### config.mk
export PLATFORM = sky130hd
export DESIGN_NAME = tfl_lane_dec
export DESIGN_NICKNAME = d
export VERILOG_FILES = /design/src/rtl/tfl_pkg.sv /design/src/rtl/tfl_access_decode.sv /design/src/rtl/tfl_sector_buf.sv /design/src/rtl/tfl_read_lanes.sv /design/src/rtl/tfl_lane_dec.sv
export SDC_FILE = /design/constraint.sdc
export NUM_CORES = 2
export LEC_CHECK = 0
export BUFFER_PORTS_ARGS = -buffer_cell sky130_fd_sc_hd__buf_2
export CAP_MARGIN = 30
export CORE_MARGIN = 2
export CORE_UTILIZATION = 45
export CTS_CLUSTER_DIAMETER = 100
export CTS_CLUSTER_SIZE = 14
export DETAILED_ROUTE_END_ITERATION = 10
export GPL_TIMING_DRIVEN = 0
export SLEW_MARGIN = 20
export SYNTH_ARGS = -nofsm -noshare
export SYNTH_HDL_FRONTEND = slang
export SYNTH_HIERARCHICAL = 1
export SYNTH_SLANG_ARGS = --single-unit
### constraint.sdc
create_clock -name clk -period 1.25 [get_ports clk]
set_input_delay 0.1875 -clock clk [delete_from_list [all_inputs] [get_ports clk]]
set_output_delay 0.1875 -clock clk [all_outputs]
set_load 0.1 [all_outputs]
### src/rtl/tfl_pkg.sv
package tfl_pkg;

  typedef enum logic [2:0] {
    ACC_NONE    = 3'd0,
    ACC_WORD    = 3'd1,
    ACC_EVEN_LO = 3'd2,
    ACC_ODD_LO  = 3'd3,
    ACC_ODD_HI  = 3'd4,
    ACC_EF_LO   = 3'd5,
    ACC_EF_HI   = 3'd6
  } acc_kind_e;

  function automatic logic acc_moves_ptr(acc_kind_e k);
    return (k == ACC_WORD) || (k == ACC_ODD_LO) || (k == ACC_ODD_HI);
  endfunction

  function automatic logic acc_is_ef(acc_kind_e k);
    return (k == ACC_EF_LO) || (k == ACC_EF_HI);
  endfunction

endpackage

### src/rtl/tfl_access_decode.sv
module tfl_access_decode
  import tfl_pkg::*;
#(
  parameter int OFFS_W       = 4,
  parameter int OFF_DATA     = 0,
  parameter int OFF_ERRF     = 1,
  parameter int OFF_DUP_EVEN = 8,
  parameter int OFF_DUP_ODD  = 9,
  parameter int OFF_DUP_ERRF = 13
) (
  input  logic              ce1_n,
  input  logic              ce2_n,
  input  logic              a0,
  input  logic [OFFS_W-1:0] offs,
  output acc_kind_e         kind
);

  logic at_data, at_errf, at_dup_even, at_dup_odd, at_dup_errf;

  always_comb begin
    at_data     = (offs == OFFS_W'(OFF_DATA));
    at_errf     = (offs == OFFS_W'(OFF_ERRF));
    at_dup_even = (offs == OFFS_W'(OFF_DUP_EVEN));
    at_dup_odd  = (offs == OFFS_W'(OFF_DUP_ODD));
    at_dup_errf = (offs == OFFS_W'(OFF_DUP_ERRF));
  end

  always_comb begin
    kind = ACC_NONE;
    unique case ({ce2_n, ce1_n})
      2'b00: begin
        if (at_data || at_errf || at_dup_even || at_dup_odd) kind = ACC_WORD;
        else if (at_dup_errf)                                kind = ACC_EF_HI;
      end
      2'b10: begin
        if ((at_data || at_dup_even) && !a0)                 kind = ACC_EVEN_LO;
        else if (at_data || at_dup_even || at_dup_odd)       kind = ACC_ODD_LO;
        else if (at_errf || at_dup_errf)                     kind = ACC_EF_LO;
      end
      2'b01: begin
        if (at_dup_even || at_dup_odd)                       kind = ACC_ODD_HI;
        else if (at_data || at_errf || at_dup_errf)          kind = ACC_EF_HI;
      end
      default: kind = ACC_NONE;
    endcase
  end

endmodule

### src/rtl/tfl_sector_buf.sv
module tfl_sector_buf
  import tfl_pkg::*;
#(
  parameter int BUF_BYTES = 512,
  parameter int LANE_W    = 8
) (
  input  logic                 clk,
  input  logic                 rst_n,
  input  acc_kind_e            kind,
  input  logic                 rd_fire,
  input  logic                 wr_fire,
  input  logic [2*LANE_W-1:0]  wdata,
  output logic [2*LANE_W-1:0]  rd_word
);

  localparam int LANES = 2;
  localparam int WORDS = BUF_BYTES / LANES;
  localparam int PTR_W = $clog2(WORDS);

  logic [PTR_W-1:0]  ptr_q, ptr_d;
  logic              ptr_en;
  logic [LANES-1:0]  lane_we;
  logic [LANE_W-1:0] lane_wd [LANES];

  // pointer: next state and register kept apart
  always_comb begin
    ptr_en = (rd_fire || wr_fire) && acc_moves_ptr(kind);
    if (ptr_q == PTR_W'(WORDS - 1)) ptr_d = '0;
    else                            ptr_d = ptr_q + 1'b1;
  end

  always_ff @(posedge clk or negedge rst_n) begin
    if (!rst_n)      ptr_q <= '0;
    else if (ptr_en) ptr_q <= ptr_d;
  end

  // per-lane write enables and steering of the host byte
  always_comb begin
    lane_we    = '0;
    lane_wd[0] = wdata[LANE_W-1:0];
    lane_wd[1] = (kind == ACC_ODD_LO) ? wdata[LANE_W-1:0] : wdata[2*LANE_W-1:LANE_W];
    if (wr_fire) begin
      case (kind)
        ACC_WORD:               lane_we = 2'b11;
        ACC_EVEN_LO:            lane_we = 2'b01;
        ACC_ODD_LO, ACC_ODD_HI: lane_we = 2'b10;
        default:                lane_we = 2'b00;
      endcase
    end
  end

  for (genvar ln = 0; ln < LANES; ln++) begin : g_lane
    logic [LANE_W-1:0] lane_mem [WORDS];

    always_ff @(posedge clk) begin
      if (lane_we[ln]) lane_mem[ptr_q] <= lane_wd[ln];
    end

    assign rd_word[ln*LANE_W +: LANE_W] = lane_mem[ptr_q];
  end

endmodule

### src/rtl/tfl_read_lanes.sv
module tfl_read_lanes
  import tfl_pkg::*;
#(
  parameter int LANE_W = 8
) (
  input  logic                clk,
  input  logic                rst_n,
  input  logic                rd_fire,
  input  acc_kind_e           kind,
  input  logic [2*LANE_W-1:0] buf_word,
  input  logic [LANE_W-1:0]   err_byte,
  output logic [2*LANE_W-1:0] rdata,
  output logic [1:0]          rdata_oe
);

  localparam logic [LANE_W-1:0] ZB = '0;

  logic [2*LANE_W-1:0] rdata_d;
  logic [1:0]          oe_d;
  logic [LANE_W-1:0]   buf_lo, buf_hi;

  always_comb begin
    buf_lo  = buf_word[LANE_W-1:0];
    buf_hi  = buf_word[2*LANE_W-1:LANE_W];
    rdata_d = '0;
    oe_d    = 2'b00;
    if (rd_fire) begin
      case (kind)
        ACC_WORD:    begin rdata_d = buf_word;           oe_d = 2'b11; end
        ACC_EVEN_LO: begin rdata_d = {ZB, buf_lo};       oe_d = 2'b01; end
        ACC_ODD_LO:  begin rdata_d = {ZB, buf_hi};       oe_d = 2'b01; end
        ACC_ODD_HI:  begin rdata_d = {buf_hi, ZB};       oe_d = 2'b10; end
        ACC_EF_LO:   begin rdata_d = {ZB, err_byte};     oe_d = 2'b01; end
        ACC_EF_HI:   begin rdata_d = {err_byte, ZB};     oe_d = 2'b10; end
        default:     begin rdata_d = '0;                 oe_d = 2'b00; end
      endcase
    end
  end

  always_ff @(posedge clk or negedge rst_n) begin
    if (!rst_n) begin
      rdata    <= '0;
      rdata_oe <= 2'b00;
    end else begin
      rdata    <= rdata_d;
      rdata_oe <= oe_d;
    end
  end

endmodule

### src/rtl/tfl_lane_dec.sv
module tfl_lane_dec
  import tfl_pkg::*;
#(
  parameter int BUF_BYTES = 512,
  parameter int LANE_W    = 8,
  parameter int OFFS_W    = 4
) (
  input  logic                clk,
  input  logic                rst_n,
  input  logic                host_ce1_n,
  input  logic                host_ce2_n,
  input  logic                host_a0,
  input  logic [OFFS_W-1:0]   host_offs,
  input  logic                host_rd,
  input  logic                host_wr,
  input  logic [2*LANE_W-1:0] host_wdata,
  input  logic                err_active,
  input  logic [LANE_W-1:0]   err_src,
  output logic [2*LANE_W-1:0] host_rdata,
  output logic [1:0]          host_rdata_oe,
  output logic [LANE_W-1:0]   feature_q
);

  localparam int                ZERO_BIT  = 5;
  localparam logic [LANE_W-1:0] ERR_MASK  = ~(LANE_W'(1) << ZERO_BIT);

  // asynchronous assertion, synchronous release
  logic [1:0] rst_pipe;
  logic       core_rst_n;

  always_ff @(posedge clk or negedge rst_n) begin
    if (!rst_n) rst_pipe <= 2'b00;
    else        rst_pipe <= {rst_pipe[0], 1'b1};
  end
  assign core_rst_n = rst_pipe[1];

  acc_kind_e         kind;
  logic              rd_fire, wr_fire;
  logic [2*LANE_W-1:0] buf_word;
  logic [LANE_W-1:0] err_byte;
  logic [LANE_W-1:0] feat_d;
  logic              feat_en;

  tfl_access_decode #(.OFFS_W(OFFS_W)) u_dec (
    .ce1_n (host_ce1_n),
    .ce2_n (host_ce2_n),
    .a0    (host_a0),
    .offs  (host_offs),
    .kind  (kind)
  );

  always_comb begin
    wr_fire  = host_wr;
    rd_fire  = host_rd && !host_wr;
    err_byte = err_active ? (err_src & ERR_MASK) : '0;
    feat_en  = wr_fire && acc_is_ef(kind);
    feat_d   = (kind == ACC_EF_LO) ? host_wdata[LANE_W-1:0]
                                   : host_wdata[2*LANE_W-1:LANE_W];
  end

  always_ff @(posedge clk or negedge core_rst_n) begin
    if (!core_rst_n)  feature_q <= '0;
    else if (feat_en) feature_q <= feat_d;
  end

  tfl_sector_buf #(.BUF_BYTES(BUF_BYTES), .LANE_W(LANE_W)) u_buf (
    .clk     (clk),
    .rst_n   (core_rst_n),
    .kind    (kind),
    .rd_fire (rd_fire),
    .wr_fire (wr_fire),
    .wdata   (host_wdata),
    .rd_word (buf_word)
  );

  tfl_read_lanes #(.LANE_W(LANE_W)) u_rd (
    .clk      (clk),
    .rst_n    (core_rst_n),
    .rd_fire  (rd_fire),
    .kind     (kind),
    .buf_word (buf_word),
    .err_byte (err_byte),
    .rdata    (host_rdata),
    .rdata_oe (host_rdata_oe)
  );

endmodule

# Word level (Yosys, flattened, before mapping)
# Memory sizes are Yosys's and may differ from the RTL's.
# Index checks and enable logic that the tools add are counted.
dict set report word_totals {
  regBits 36
  ramBits 4096
  in_bits 36
  wordCells 66
  memories 2
}
# name depth word_bits read_ports rd_clocked_by_memory_dff wr line_no
set mem_list {}
lappend mem_list {{u_buf.g_lane[0].lane_mem} 256 8 1 0 1 tfl_sector_buf.sv:53} ;# logic [LANE_W-1:0] lane_mem [WORDS];
lappend mem_list {{u_buf.g_lane[1].lane_mem} 256 8 1 0 1 tfl_sector_buf.sv:53}
dict set report classes {
  add_sub_neg 1
  n_eq_ne 13
  n_mux 22
  n_reduce_logical 23
}
# cell count
set op_table {}
lappend op_table {{case mux 16 bit (6 select lines)} 1}
lappend op_table {{two-way mux 8 bit} 4}
lappend op_table {{two-way mux 3 bit} 7}
lappend op_table {{two-way mux 16 bit} 1}
lappend op_table {{== test 4 bit, second input constant} 3}
lappend op_table {{logical OR 1 bit} 12}
lappend op_table {{case mux 2 bit (3 select lines)} 2}
lappend op_table {{== test 3 bit, second input constant} 3}
lappend op_table {{case mux 3 bit (3 select lines)} 1}
lappend op_table {{adder 8 x 1 -> 8 bit, second input constant} 1}
lappend op_table {{== test 8 bit, second input constant} 1}
lappend op_table {{== test 3 x 2 -> 1 bit, second input constant} 2}
lappend op_table {{== test 4 x 1 -> 1 bit, second input constant} 1}
lappend op_table {{logical AND 1 bit} 4}
lappend op_table {{zero test 4 bit} 1}
lappend op_table {{two-way mux 1 bit} 4}
lappend op_table {{two-way mux 2 bit} 2}
lappend op_table {{OR reduction 2 bit} 2}
lappend op_table {{== test 3 x 1 -> 1 bit, second input constant} 1}
lappend op_table {{OR reduction 3 bit} 1}
lappend op_table {{== test 2 x 1 -> 1 bit, second input constant} 1}
lappend op_table {{== test 2 bit, second input constant} 1}
lappend op_table {{zero test 1 bit} 2}
lappend op_table {{zero test 2 bit} 1}

# Longest topological paths before layout
dict set report depth {
  ltp_word 12
  ltp_mapped 12
  depth_no_buf 8
}

# Hierarchy
# The synthesis kept the hierarchy.
# module instances cells_each area_per_inst_um2
set by_module_without_submodules {}
lappend by_module_without_submodules {tfl_sector_buf 1 7085 156764.1}
lappend by_module_without_submodules {tfl_read_lanes 1 93 1016.0}
lappend by_module_without_submodules {tfl_lane_dec 1 61 573.0}
lappend by_module_without_submodules {tfl_access_decode 1 19 123.9}

# Worst setup path before layout
# Ideal clock, no wire load.
dict set report synth_timing {
  kind {input to register}
  start {input port host_offs[2]}
  end {memory u_buf.g_lane[1].lane_mem[0][0], data pin}
  arrival_time_ns 3.888
  required_ns 0.694
  slack_ns -3.194
  cell_stages 7
  path_cell_list {buf_4 nor4b_1 a31oi_1 o21ai_0 nor2b_1 nand2_1 mux2_2}
}
# element line_no
set synth_rtl {}
lappend synth_rtl {{start: declaration} tfl_lane_dec.sv:13} ;# input logic [OFFS_W-1:0] host_offs,
lappend synth_rtl {{end: declaration} tfl_sector_buf.sv:53}

# Worst setup path in the final report
dict set report layout_timing {
  start {register u_buf.ptr_q[0]}
  end {register u_rd.rdata[2]}
}
dict set report layout_via {
  elab_chain_len 3
}
# element line_no
set layout_lines {}
lappend layout_lines {{start: declaration} tfl_sector_buf.sv:20} ;# logic [PTR_W-1:0] ptr_q, ptr_d;
lappend layout_lines {{start signal: assignment} tfl_sector_buf.sv:34} ;# else if (ptr_en) ptr_q <= ptr_d;
lappend layout_lines {{memory (256 x 8 bit)} -}
lappend layout_lines {{net buf_word[2]} tfl_lane_dec.sv:39} ;# logic [2*LANE_W-1:0] buf_word;
lappend layout_lines {{case mux 16 bit (6 select lines)} tfl_read_lanes.sv:28} ;# case (kind)
lappend layout_lines {{two-way mux 16 bit} tfl_read_lanes.sv:27} ;# if (rd_fire) begin
lappend layout_lines {{net u_rd.rdata_d[2]} tfl_read_lanes.sv:18} ;# logic [2*LANE_W-1:0] rdata_d;
lappend layout_lines {{end signal: assignment} tfl_read_lanes.sv:45} ;# rdata <= rdata_d;
lappend layout_lines {{end: declaration} tfl_read_lanes.sv:12} ;# output logic [2*LANE_W-1:0] rdata,
# The timed path passes the listed nets, and every way through them passes these cells.
# A chain may end at the register's enable or synchronous reset.

==> flow_summary.toml <==
[yosys]
synthFlopType = "edfxtp_1"
ys_warn_count = 6
synthXorXnorAreaFrac = 0.000221
async_flop_share = 0.00871
yosys.area.top_type_share = 0.776
ys_seq_area_frac = 0.782
yosysMostFrequentCell = "edfxtp_1"
netlist_area_mm2 = 0.158
synth_top_family_by_area = "multiplexers"
ys_top_cells_by_area = "edfxtp_1 78%, mux4_2 15%, a22oi_1 2.4%"
synthTopCellsByCount = "4096 x edfxtp_1, 1024 x mux4_2, 530 x nor2_1, 512 x a22oi_1, 308 x clkbuf_1"
ys_types = 49
synth_area_per_cell_um2 = 21.8
synth-compound-area-share = 0.0388
synth_fa_ha_area_frac = 0.000316
synth_edf_count = 4096
syn_inst = 7258
yosysTopAreaCell = "edfxtp_1"
synthMuxAreaShare = 0.147
ys_ff_latch = 4132
synth_simple_gate_area_frac = 0.0179

[place]
dpl_cell_area_mm2 = 0.169
hpwl_um = 350000
io_buffer_count = 59
routabilityCongestion = 0.956
dpl_worst_slack_ns = -4.62

[power]
combPwrFrac = 0.308
p_switching_w = 0.114
sw_frac_of_total = 0.317
peakVddDrop_mv = 1.19
p_int_w = 0.246
p_clk_frac = 0.267
power_frac_seq = 0.424
p_leak_nw = 55.0
powerDensity_mw_per_mm2 = 1960

[grt]
overflow = 0
grtUsageTotal = 0.287
grt_pass1_vias = 80581
grt_pass1_wl_um = 689000
grt_max_degree = 121
antenna_found_initial = 37

[critical_path]
start_kind = "flip-flop"
critPathKind = "reg -> reg"
critical-path-max-stage-delay_ns = 0.64
rrSetupSlack_ns = -2.89
crit_fanout = 6
rr_endpoint = "u_rd/rdata[2]"
timing.critical_path.buf_inv = 6
reg2reg_from = "u_buf/ptr_q[0]"
cp.arrival_ns = 4.92
cp-end-kind = "flip-flop"
r2r_cells = 14
critPathTopFamily = "compound AO/OA/AOI/OAI gates"
crit_chain = "buf_8, buf_12, buf_16, buf_16, buf_16, mux4_2, a22oi_2, a21oi_4, o41ai_4, nand4_1, buf_6, mux2_4, nand2_2, a21oi_4"
required_ns = 2.03
crit_slowest_cell = "o41ai_4"
cpMostUsedCell = "buf_16"

[route]
vias = 83611
wl_per_cell_um = 41.1
viasPerCell = 6.64
routed_wl_um = 517000
ant_nets = 0
drc = 0
drtIter0Drc = 13158
drt_first_pass_iters = 6

[hold_path]
min-delay-path-class = "in -> reg"
holdCritStartpoint = "host_wdata[6]"
worstHoldEndpoint = "u_buf/g_lane[0].lane_mem[184][6]"
holdPathStages = 1

[clocking]
cts_buffer_depth = 4
cts.sinks = 4132
clock_latency_ns = 0.96
clkSlewWorstSetupHoldPaths_ns = 0.07
root_buffer = "clkbuf_16"
numCtsBuffers = 333
htree_levels = 5
cts_tree = "yes"

[sta]
finalCritPeriodShare = 3.31
drv_slew = 0
hold_ws_ns = -0.275
rsz0062_at_grt = "true"
final_hold_viol_count = 266
setup_slack_ns = -2.89
fin_skew_ns = 0.0485
final-setup-viol-count = 6287
slew_headroom = 0.291
fin_crit_ns = 4.14
clock.fmax_mhz = 242
worst_pin_slew_ns = 1.06
fin_tns_setup_ns = -11045.30

[final_layout]
final_nets = 7925
multi_input_area_mm2 = 0.0370
fin_area_mm2 = 0.184
area_growth_pct = 16.2
regArea_mm2 = 0.124
nFillCells = 26501
final_layout_size_suffix_gt1_frac = 0.352

[floorplanning]
initial_core_util = 0.453
core_area_mm2 = 0.350
std_cell_rows = 217
fp.dieArea_mm2 = 0.357
die_y_um = 597
boundaryPins = 62
die_w_um = 597

[outcome]
status = "finished with violations"
violations = "hold timing, setup timing"

[flow_run]
max-cap-violations = 0
[state kept, by name, summed over array words and instances (netlist names)]
signal / cells
feature_q: 8
rst_pipe: 2
u_buf/g_lane.lane_mem: 4096
u_buf/ptr_q: 8
u_rd/rdata: 16
u_rd/rdata_oe: 2
[through the flow]
stage | cells | utilization | total power [W] | hold slack, ns
finish | 12587 | 0.526 | 0.360 | -0.275
global route | 12556 | 0.526 | 0.368 | -0.266
CTS | 12535 | 0.523 | 0.357 | -0.359
detailed placement | 12056 | 0.483 | 0.252 | -0.0264
global placement | 11917 | 0.474 | 0.247 | -0.0278
floorplan | 7259 | - | 0.212 | -0.108
[cell usage in the layout, fill, tap and decap left out, drive strengths merged, types with 2 or more instances in the layout]
master,instances
nor2b,11
ha,4
o2bb2ai,9
xor2,3
buf,426
nand4,21
o21ai,6
o41ai,64
o22ai,8
mux2i,8
nand3,34
or2,3
nor3b,4
edfxtp,4096
conb,3
a22oi,512
and3b,2
clkdlybuf4s15,3
a21oi,278
o31ai,2
or3,2
diode,33
nand2,41
dfrtp,36
nor2,530
inv,18
nand2b,5
a32oi,8
mux2,17
dlygate4sd3,41
mux4,1024
clkinv,13
nor3,3
nor4b,3
a211oi,9
and2,20
clkbuf,676
o21a,3
[worst max-delay path by stage]
stage                    from                          endpoint  depth (start not counted)
2_1_floorplan    host_offs[2]  u_buf/g_lane[0].lane_mem[208][0]                         10
3_3_place_gp   u_buf/ptr_q[1]  u_buf/g_lane[0].lane_mem[200][7]                          9
3_5_place_dp   u_buf/ptr_q[1]                     u_rd/rdata[5]                         12
4_1_cts        u_buf/ptr_q[0]                     u_rd/rdata[1]                         15
5_1_grt        u_buf/ptr_q[0]                     u_rd/rdata[2]                         14
6_report       u_buf/ptr_q[0]                     u_rd/rdata[2]                         14
[metal layers]
metal,part of all wire,vias up,track usage
met5,0.00017,-,0
met2,0.45,5465,0.427
li1,-,31874,-
met1,0.36,45323,0.385
met3,0.13,937,0.0862
met4,0.058,12,0.144
[power by group through the flow]
stage / registers, W / logic [W] / clock network (W)
2_1_floorplan: 0.157 / 0.0553 / 0
3_3_place_gp: 0.156 / 0.0906 / 0
3_5_place_dp: 0.156 / 0.0958 / 0
4_1_cts: 0.153 / 0.107 / 0.0973
5_1_grt: 0.153 / 0.113 / 0.102
6_report: 0.153 / 0.111 / 0.0963
[cell type report]
cell class / instances / share of cell area
diodes: 33 / 0.000448
plain buffers: 471 / 0.0211
clock buffers: 381 / 0.0468
clock inverters: 24 / 0.00223
inverters: 8 / 0.000224
multi-input cells: 2644 / 0.201
flip-flops and latches: 4132 / 0.673
well taps: 4599 / 0.0313
repair buffers: 295 / 0.0239
[logic make-up (layout without fill, tap and decap cells)]
kind of cell               Yosys count  after routing
AOI/OAI and AO/OA                  901            901
xor gates and xnor gates             4              4
adders and majority gates            4              4
buffers and inverters              483           1179
DFF                               4132           4132
muxes                             1049           1049
other                                2             36
and+or+nand+nor                    683            683
[worst register-to-register path: cells and delay by family (launching register included)]
family | cells | cell delay [ns]
and+or+nand+nor | 2 | 0.32
buffers and inverters | 6 | 1.10
DFF | 1 | 0.44
AOI/OAI and AO/OA | 4 | 1.28
muxes | 2 | 0.82
[timing repair]
action,4_1_cts,5_1_grt
cloned,4,1
hold buffers,50,5
resized for setup,1046,228
buffers inserted,24,6
pin swaps,77,57
endpoints found under the setup margin,6204,6223
endpoints found under the hold margin,705,360
Note: power is estimated with default switching activity, not from simulation.
